File: config.mk
export PLATFORM = sky130hd
export DESIGN_NAME = ctxset_prefetch
export DESIGN_NICKNAME = d
export VERILOG_FILES = /design/src/rtl/ctxpf_pkg.sv /design/src/rtl/ctxpf_tags.sv /design/src/rtl/ctxpf_lru.sv /design/src/rtl/ctxpf_arbiter.sv /design/src/rtl/ctxset_prefetch.sv
export SDC_FILE = /design/constraint.sdc
export NUM_CORES = 1
export LEC_CHECK = 0
export ABC_AREA = 1
export CELL_PAD_IN_SITES_DETAIL_PLACEMENT = 0
export CELL_PAD_IN_SITES_GLOBAL_PLACEMENT = 1
export CORE_ASPECT_RATIO = 1.1
export CORE_MARGIN = 3
export CORE_UTILIZATION = 42
export CTS_BUF_LIST = sky130_fd_sc_hd__clkbuf_8
export DETAILED_ROUTE_END_ITERATION = 10
export GPL_TIMING_DRIVEN = 0
export PLACE_DENSITY_LB_ADDON = 0.1
export SYNTH_ARGS = -nofsm -noshare
export SYNTH_HDL_FRONTEND = slang
export SYNTH_SLANG_ARGS = --single-unit
File: constraint.sdc
create_clock -name clk -period 3.1 [get_ports clk]
set_input_delay 0.93 -clock clk [delete_from_list [all_inputs] [get_ports clk]]
set_output_delay 0.93 -clock clk [all_outputs]
set_load 0.05 [all_outputs]
File: src/rtl/ctxpf_pkg.sv
package ctxpf_pkg;

  // Source of the fill decided in the current cycle.
  typedef enum logic [1:0] {
    SRC_NONE   = 2'd0,
    SRC_DEMAND = 2'd1,
    SRC_FIRST  = 2'd2,
    SRC_SECOND = 2'd3
  } fill_src_e;

  localparam int unsigned NKEY = 3;  // cand0, cand1, demand

endpackage

File: src/rtl/ctxpf_tags.sv
module ctxpf_tags #(
  parameter int unsigned NUM_LINES = 4,
  parameter int unsigned SET_W     = 6,
  parameter int unsigned LINE_W    = 2,
  parameter int unsigned NKEY      = 3
) (
  input  logic                           clk,
  input  logic                           rst_n,
  input  logic [NUM_LINES-1:0]           active_mask,
  input  logic                           wr_en,
  input  logic [LINE_W-1:0]              wr_line,
  input  logic [SET_W-1:0]               wr_set,
  input  logic [NKEY-1:0][SET_W-1:0]     key_set,
  output logic [NKEY-1:0]                key_hit,
  output logic [LINE_W-1:0]              key0_line
);

  logic [NUM_LINES-1:0][SET_W-1:0] tag_q, tag_d;
  logic [NUM_LINES-1:0]            vld_q, vld_d;

  // next state
  always_comb begin
    tag_d = tag_q;
    vld_d = vld_q;
    if (wr_en) begin
      tag_d[wr_line] = wr_set;
      vld_d[wr_line] = 1'b1;
    end
  end

  // registers
  always_ff @(posedge clk or negedge rst_n) begin
    if (!rst_n) begin
      tag_q <= '0;
      vld_q <= '0;
    end else if (wr_en) begin
      tag_q <= tag_d;
      vld_q <= vld_d;
    end
  end

  // lookup per key
  for (genvar k = 0; k < NKEY; k++) begin : g_key
    always_comb begin
      key_hit[k] = 1'b0;
      for (int i = 0; i < NUM_LINES; i++) begin
        if (vld_q[i] && active_mask[i] && tag_q[i] == key_set[k])
          key_hit[k] = 1'b1;
      end
    end
  end

  always_comb begin
    key0_line = '0;
    for (int i = 0; i < NUM_LINES; i++) begin
      if (vld_q[i] && active_mask[i] && tag_q[i] == key_set[0])
        key0_line = LINE_W'(i);
    end
  end

  // a completing fill must not duplicate a set held in another line
  logic dup_other;
  always_comb begin
    dup_other = 1'b0;
    for (int i = 0; i < NUM_LINES; i++) begin
      if (LINE_W'(i) != wr_line && vld_q[i] && tag_q[i] == wr_set)
        dup_other = 1'b1;
    end
  end

  assert_no_duplicate_R4: assert property (@(posedge clk) disable iff (!rst_n)
    wr_en |-> !dup_other);

endmodule

File: src/rtl/ctxpf_lru.sv
module ctxpf_lru #(
  parameter int unsigned NUM_LINES = 4,
  parameter int unsigned LINE_W    = 2,
  parameter int unsigned CNT_W     = 3
) (
  input  logic                 clk,
  input  logic                 rst_n,
  input  logic [CNT_W-1:0]     active_cnt,
  input  logic                 touch_en,
  input  logic [LINE_W-1:0]    touch_ln,
  input  logic                 done_en,
  input  logic [LINE_W-1:0]    done_ln,
  output logic [NUM_LINES-1:0] is_mru,
  output logic [LINE_W-1:0]    victim_ln,
  output logic                 victim_ok
);

  logic [NUM_LINES-1:0][LINE_W-1:0] age_q, age_d;
  logic                             upd_en;
  logic [LINE_W-1:0]                upd_ln;
  logic [CNT_W-1:0]                 last_age;
  logic [CNT_W-1:0]                 tgt_age;

  assign upd_en = touch_en | done_en;
  assign upd_ln = touch_en ? touch_ln : done_ln;

  // next state: moved line becomes age 0, younger lines age by one
  always_comb begin
    age_d = age_q;
    for (int i = 0; i < NUM_LINES; i++) begin
      if (LINE_W'(i) == upd_ln)
        age_d[i] = '0;
      else if (age_q[i] < age_q[upd_ln])
        age_d[i] = age_q[i] + 1'b1;
    end
  end

  always_ff @(posedge clk or negedge rst_n) begin
    if (!rst_n) begin
      for (int i = 0; i < NUM_LINES; i++) age_q[i] <= LINE_W'(i);
    end else if (upd_en) begin
      age_q <= age_d;
    end
  end

  // victim seen after a same-cycle touch
  always_comb begin
    last_age = active_cnt - 1'b1;
    tgt_age  = last_age;
    if (touch_en && active_cnt > CNT_W'(1) &&
        CNT_W'(age_q[touch_ln]) == last_age)
      tgt_age = last_age - 1'b1;
  end

  always_comb begin
    victim_ln = '0;
    victim_ok = 1'b0;
    for (int i = 0; i < NUM_LINES; i++) begin
      is_mru[i] = (age_q[i] == '0);
      if (CNT_W'(i) < active_cnt && CNT_W'(age_q[i]) == tgt_age) begin
        victim_ln = LINE_W'(i);
        victim_ok = 1'b1;
      end
    end
  end

  assert_single_mru_R7: assert property (@(posedge clk) disable iff (!rst_n)
    $countones(is_mru) == 1);

  assert_victim_found_R7: assert property (@(posedge clk) disable iff (!rst_n)
    victim_ok);

  assert_one_update_R3: assert property (@(posedge clk) disable iff (!rst_n)
    !(touch_en && done_en));

endmodule

File: src/rtl/ctxpf_arbiter.sv
module ctxpf_arbiter
  import ctxpf_pkg::*;
(
  input  logic      busy,
  input  logic      single,
  input  logic      dmd_vld,
  input  logic      dmd_res,
  input  logic      c0_vld,
  input  logic      c0_res,
  input  logic      c0_tag_hit,
  input  logic      c0_mru,
  input  logic      c1_vld,
  input  logic      c1_res,
  input  logic      set_busy,
  input  logic      set_release,
  output fill_src_e src,
  output logic      touch_dec
);

  always_comb begin
    src       = SRC_NONE;
    touch_dec = 1'b0;
    if (!busy) begin
      if (dmd_vld) begin
        if (!dmd_res) src = SRC_DEMAND;
      end else if (single) begin
        if (c0_vld && !c0_res && (!set_busy || set_release))
          src = SRC_FIRST;
      end else if (c0_vld) begin
        if (!c0_res) begin
          src = SRC_FIRST;
        end else begin
          if (c0_tag_hit && !c0_mru) touch_dec = 1'b1;
          if (c1_vld && !c1_res)     src = SRC_SECOND;
        end
      end
    end
  end

endmodule

File: src/rtl/ctxset_prefetch.sv
module ctxset_prefetch
  import ctxpf_pkg::*;
#(
  parameter int unsigned NUM_LINES = 4,
  parameter int unsigned SET_W     = 6,
  localparam int unsigned LINE_W   = (NUM_LINES > 1) ? $clog2(NUM_LINES) : 1,
  localparam int unsigned CNT_W    = $clog2(NUM_LINES + 1)
) (
  input  logic              clk,
  input  logic              rst_n,
  input  logic [CNT_W-1:0]  active_lines,
  input  logic              cand0_vld,
  input  logic [SET_W-1:0]  cand0_set,
  input  logic              cand1_vld,
  input  logic [SET_W-1:0]  cand1_set,
  input  logic              set_busy,
  input  logic              set_release,
  input  logic              dmd_vld,
  input  logic [SET_W-1:0]  dmd_set,
  output logic              fill_req,
  output logic [SET_W-1:0]  fill_set,
  output logic [LINE_W-1:0] fill_line,
  input  logic              fill_done,
  output logic              touch_req,
  output logic [LINE_W-1:0] touch_line
);

  // configuration clamp
  logic [CNT_W-1:0]     act_cnt;
  logic [NUM_LINES-1:0] active_mask;
  logic                 single;

  always_comb begin
    if (active_lines == '0)                    act_cnt = CNT_W'(1);
    else if (active_lines > CNT_W'(NUM_LINES)) act_cnt = CNT_W'(NUM_LINES);
    else                                       act_cnt = active_lines;
  end

  for (genvar i = 0; i < NUM_LINES; i++) begin : g_mask
    assign active_mask[i] = CNT_W'(i) < act_cnt;
  end

  assign single = (act_cnt == CNT_W'(1));

  // state
  logic              busy_q, busy_d;
  logic [SET_W-1:0]  pend_set_q, pend_set_d;
  logic [LINE_W-1:0] pend_ln_q, pend_ln_d;
  logic              fill_req_d, touch_req_d;
  logic [SET_W-1:0]  fill_set_d;
  logic [LINE_W-1:0] fill_line_d, touch_line_d;
  logic              done_acc;

  assign done_acc = busy_q & fill_done;

  // shadow tags
  logic [NKEY-1:0][SET_W-1:0] keys;
  logic [NKEY-1:0]            hits;
  logic [LINE_W-1:0]          c0_line;

  assign keys = {dmd_set, cand1_set, cand0_set};

  ctxpf_tags #(
    .NUM_LINES(NUM_LINES), .SET_W(SET_W), .LINE_W(LINE_W), .NKEY(NKEY)
  ) u_tags (
    .clk        (clk),
    .rst_n      (rst_n),
    .active_mask(active_mask),
    .wr_en      (done_acc),
    .wr_line    (pend_ln_q),
    .wr_set     (pend_set_q),
    .key_set    (keys),
    .key_hit    (hits),
    .key0_line  (c0_line)
  );

  // residency counts the set in flight
  logic c0_res, c1_res, dmd_res;
  assign c0_res  = hits[0] | (busy_q && pend_set_q == cand0_set);
  assign c1_res  = hits[1] | (busy_q && pend_set_q == cand1_set);
  assign dmd_res = hits[2] | (busy_q && pend_set_q == dmd_set);

  // recency order
  fill_src_e            src;
  logic                 touch_dec;
  logic [NUM_LINES-1:0] is_mru;
  logic [LINE_W-1:0]    victim_ln;
  logic                 victim_ok;

  ctxpf_lru #(
    .NUM_LINES(NUM_LINES), .LINE_W(LINE_W), .CNT_W(CNT_W)
  ) u_lru (
    .clk       (clk),
    .rst_n     (rst_n),
    .active_cnt(act_cnt),
    .touch_en  (touch_dec),
    .touch_ln  (c0_line),
    .done_en   (done_acc),
    .done_ln   (pend_ln_q),
    .is_mru    (is_mru),
    .victim_ln (victim_ln),
    .victim_ok (victim_ok)
  );

  ctxpf_arbiter u_arb (
    .busy       (busy_q),
    .single     (single),
    .dmd_vld    (dmd_vld),
    .dmd_res    (dmd_res),
    .c0_vld     (cand0_vld),
    .c0_res     (c0_res),
    .c0_tag_hit (hits[0]),
    .c0_mru     (is_mru[c0_line]),
    .c1_vld     (cand1_vld),
    .c1_res     (c1_res),
    .set_busy   (set_busy),
    .set_release(set_release),
    .src        (src),
    .touch_dec  (touch_dec)
  );

  // next state
  always_comb begin
    busy_d       = busy_q;
    pend_set_d   = pend_set_q;
    pend_ln_d    = pend_ln_q;
    fill_req_d   = 1'b0;
    fill_set_d   = fill_set;
    fill_line_d  = fill_line;
    touch_req_d  = touch_dec;
    touch_line_d = touch_dec ? c0_line : touch_line;

    if (done_acc) busy_d = 1'b0;

    if (src != SRC_NONE) begin
      unique case (src)
        SRC_DEMAND: fill_set_d = dmd_set;
        SRC_FIRST:  fill_set_d = cand0_set;
        SRC_SECOND: fill_set_d = cand1_set;
        default:    fill_set_d = fill_set;
      endcase
      fill_req_d  = 1'b1;
      fill_line_d = victim_ln;
      busy_d      = 1'b1;
      pend_set_d  = fill_set_d;
      pend_ln_d   = victim_ln;
    end
  end

  // registers
  always_ff @(posedge clk or negedge rst_n) begin
    if (!rst_n) begin
      busy_q     <= 1'b0;
      pend_set_q <= '0;
      pend_ln_q  <= '0;
      fill_req   <= 1'b0;
      fill_set   <= '0;
      fill_line  <= '0;
      touch_req  <= 1'b0;
      touch_line <= '0;
    end else begin
      busy_q    <= busy_d;
      fill_req  <= fill_req_d;
      touch_req <= touch_req_d;
      if (fill_req_d) begin
        pend_set_q <= pend_set_d;
        pend_ln_q  <= pend_ln_d;
        fill_set   <= fill_set_d;
        fill_line  <= fill_line_d;
      end
      if (touch_req_d) touch_line <= touch_line_d;
    end
  end

  assert_one_outstanding_R3: assert property (@(posedge clk) disable iff (!rst_n)
    fill_req |=> !fill_req);

  assert_touch_spared_R6: assert property (@(posedge clk) disable iff (!rst_n)
    (touch_req && fill_req) |-> (fill_line != touch_line));

  assert_no_touch_single_R8: assert property (@(posedge clk) disable iff (!rst_n)
    touch_req |-> ($past(act_cnt) != CNT_W'(1)));

  assert_line_in_range_R11: assert property (@(posedge clk) disable iff (!rst_n)
    fill_req |-> (CNT_W'(fill_line) < $past(act_cnt)));

endmodule

==> metrics.txt <==
Clock Tree Buf Depth 2; Max Slew Vio Count 0; CTS tree yes; vias after detailed routing 5025; Area growth syn-to-layout 26.72%; CTS Sinks 49; ys flop type dfrtp_1; Initial Util 43.94%; Hold Path Sink u_lru.age_q[6]$_DFFE_PN1P_; # diodes 0; Via-to-Cell Ratio 5.427; Yosys Warn Count 0; MaxCap Viol Count 0; Routed Antenna Nets 0; post-synth net total 759; Combinational Power Share 60.0%; Cell Area, Synth 4429 um^2; most common cell in the synthesized netlist nand2_1; worst skew pair latency 330 ps; max incr delay on CP 280 ps; RSZ-0062 raised after global routing true; die area 11820 um^2; I/O pin cnt 41; reg2reg start u_tags.tag_q[19]$_DFFE_PN0P_; Root Buffer clkbuf_8; crit path DAT 3810 ps; TritonCTS Buffers 5; initial antenna violation count 0; maximum vdd drop 0.5304 mV; relative slew slack 64.34%; # DRC 0; Die W 103.9 um; vias in the first global route 4724; period utilization 114.7%; EDFF count, synth 0; Placed Instances 888; drt first pass iters 5; worst-path fanout max 5; internal power 2.278 mW; H-tree Lvls 2; wire per inst 17.43 um; layout cells sized above 1 20.61%; Nets 827; clock share of power 12.1%; Final Hold Vio Count 0; clock skew 13.47 ps; Non-Filler Instances 926; GRT overflow 0; Tmin final 3557 ps; startpoint type of the worst setup path input port; Core Area 10080 um^2; largest net degree at the start of global routing 39; reg2reg setup slack -40 ps; All-Layer GR Usage 27.45%; Final setup viols 10; post-synthesis sequential area ratio 27.80%; start point of the worst hold path u_lru.age_q[6]$_DFFE_PN1P_; clock-pin slew on the worst setup and hold paths 100 ps; Post-Route WL 16140 um; pin slew with the least headroom to its limit 530.9 ps; share of the synthesized area in the top cell type 25.42%; area leader, netlist dfrtp_1; Avg Cell Area, Syn 6.177 um^2; HPWL Detailed 12470 um; Pwr Density 851.1 nW/um^2; die height 113.7 um; Psw 2.500 mW; Hold Crit Class reg -> reg; Top cell by count, worst path nor2_4; largest cells by area after synthesis dfrtp_1 (25%), nand2_1 (22%), inv_1 (8.4%), nand3_1 (5.6%), o21ai_0 (5.3%); Worst EP required 3360 ps; commonest cells in the netlist nand2_1 (254), inv_1 (99), nand3_1 (50), o21ai_0 (47), nor2_1 (46); first-pass GRT wire length 25430 um; Final Worst Setup Slack -456.6 ps; hold path depth 2; endpoint of the worst register-to-register path u_lru.age_q[6]$_DFFE_PN1P_; DRT iter0 DRCs 417; Setup Crit Path Kind in -> reg; upper clock frequency limit 281.2 MHz; Setup crit end kind flop; Cells after Synth 717; Leak 2.870 nW; gpl congestion 1.015; post-synth cell types 40; critical path's slowest cell ha_1; #FFs+latches synth 49; share of power burned in registers 27.9%; failing checks negative setup slack; reg2reg path depth 24; Switching Share 52.32%; Post-synth ARST share 100.0%; hold_buf cts 0; FP Rows 38; Port Buf Inserts 30; status finished, violations left; setup TNS -3934 ps
worst max-delay path by stage:
stage | from | slack [ps] | to | cells past startpoint
after floorplan | active_lines[1] | -440 | u_lru.age_q[4]$_DFFE_PN0P_ | 30
final | active_lines[1] | -460 | u_lru.age_q[6]$_DFFE_PN1P_ | 28
after global routing | active_lines[1] | -680 | u_lru.age_q[3]$_DFFE_PN0P_ | 31
after CTS | active_lines[0] | -430 | u_lru.age_q[4]$_DFFE_PN0P_ | 24
after detailed placement | active_lines[2] | -1660 | u_lru.age_q[4]$_DFFE_PN0P_ | 29
after global placement | active_lines[1] | -1620 | u_lru.age_q[4]$_DFFE_PN0P_ | 31
logic make-up (layout without fill, tap and decap cells):
kind of cell / after synthesis / in the layout / share of synthesized area [%]
flops: 49 / 49 / 27.80
buf+inv: 131 / 200 / 11.47
xor+xnor: 10 / 10 / 1.978
fa+ha+maj: 13 / 13 / 3.672
compound gates: 98 / 98 / 13.25
simple gates: 416 / 416 / 41.84
through the flow:
step / total power [mW] / hold WS, ps / util (%) / setup WS [ps] / area, um^2
3_3_place_gp: 3.774 / 438.5 / 49.17 / -1618 / 4956
4_1_cts: 4.563 / 483.0 / 53.54 / -432.2 / 5396
3_5_place_dp: 3.823 / 442.2 / 49.32 / -1661 / 4971
2_1_floorplan: 3.062 / 422.4 / - / -438.0 / 4481
6_report: 4.777 / 472.5 / 55.69 / -456.6 / 5613
5_1_grt: 5.208 / 508.6 / 55.69 / -681.2 / 5613
flip-flops by register name, summed over array words and instances (netlist names):
signal	flops
touch_req	1
u_tags.tag_q	24
touch_line	2
pend_set_q	6
fill_req	1
u_lru.age_q	8
u_tags.vld_q	4
busy_q	1
pend_ln_q	2
power by group through the flow:
stage          combinational, mW  clock (mW)  sequential [mW]
3_3_place_gp                2.45           0             1.32
5_1_grt                     3.22       0.610             1.38
6_report                    2.87       0.579             1.33
4_1_cts                     2.67       0.580             1.32
2_1_floorplan               1.67           0             1.39
3_5_place_dp                2.50           0             1.32
timing repair:
action / 4_1_cts / 5_1_grt
gates resized for setup: 66 / 48
pin swaps: 27 / 36
setup buffers: 21 / 9
endpoints found under the setup margin: 18 / 17
cell usage in the layout, fill, tap and decap left out, types with 4 or more instances in the layout:
cell type        instances
inv_1                   90
dfrtp_1                 45
o21ai_0                 44
nand3_1                 45
xnor2_1                  7
dlymetal6s2s_1           4
nand2_4                  9
inv_2                   21
nand3_2                  5
clkbuf_1                 9
dfstp_2                  4
o22ai_1                 19
clkdlybuf4s50_1         18
a221oi_1                 5
buf_4                   31
ha_1                     9
clkbuf_8                 5
nand2_1                234
a21oi_1                 10
nor3_1                   5
nor4_1                   4
nor2_1                  32
buf_2                    6
nor2_4                  10
nand4_1                 24
nand2_2                 25
nor2_2                  11
cell type report:
cell class                 count  area, um^2
buffer                        16       82.58
inverter                     115       451.7
sequential                    49        1231
multi-input combinational    537        2979
clock buffer                   5       68.82
tap                          140       175.2
timing repair buffer          61       555.5
clock inverter                 3       68.82
fill                        1060        4467
layer usage:
| layer | global-route usage (%) | routed length, um | vias up | share of wire [%] |
|---|---|---|---|---|
| met4 | 12.59 | 745 | 0 | 4.6 |
| met1 | 33.04 | 6365 | 2326 | 39 |
| met2 | 48.98 | 8069 | 209 | 50 |
| met5 | 0 | 0 | - | 0 |
| li1 | - | - | 2450 | - |
| met3 | 3.622 | 963 | 40 | 6.0 |
worst max-delay path, delay by kind of cell:
family,cells,cell delay [ps]
buffers and inverters,6,460
AO/OA/AOI/OAI,1,250
adder cells (fa/ha/maj),2,450
AND/OR/NAND/NOR,19,1720
Note: power is estimated with default switching activity, not from simulation.
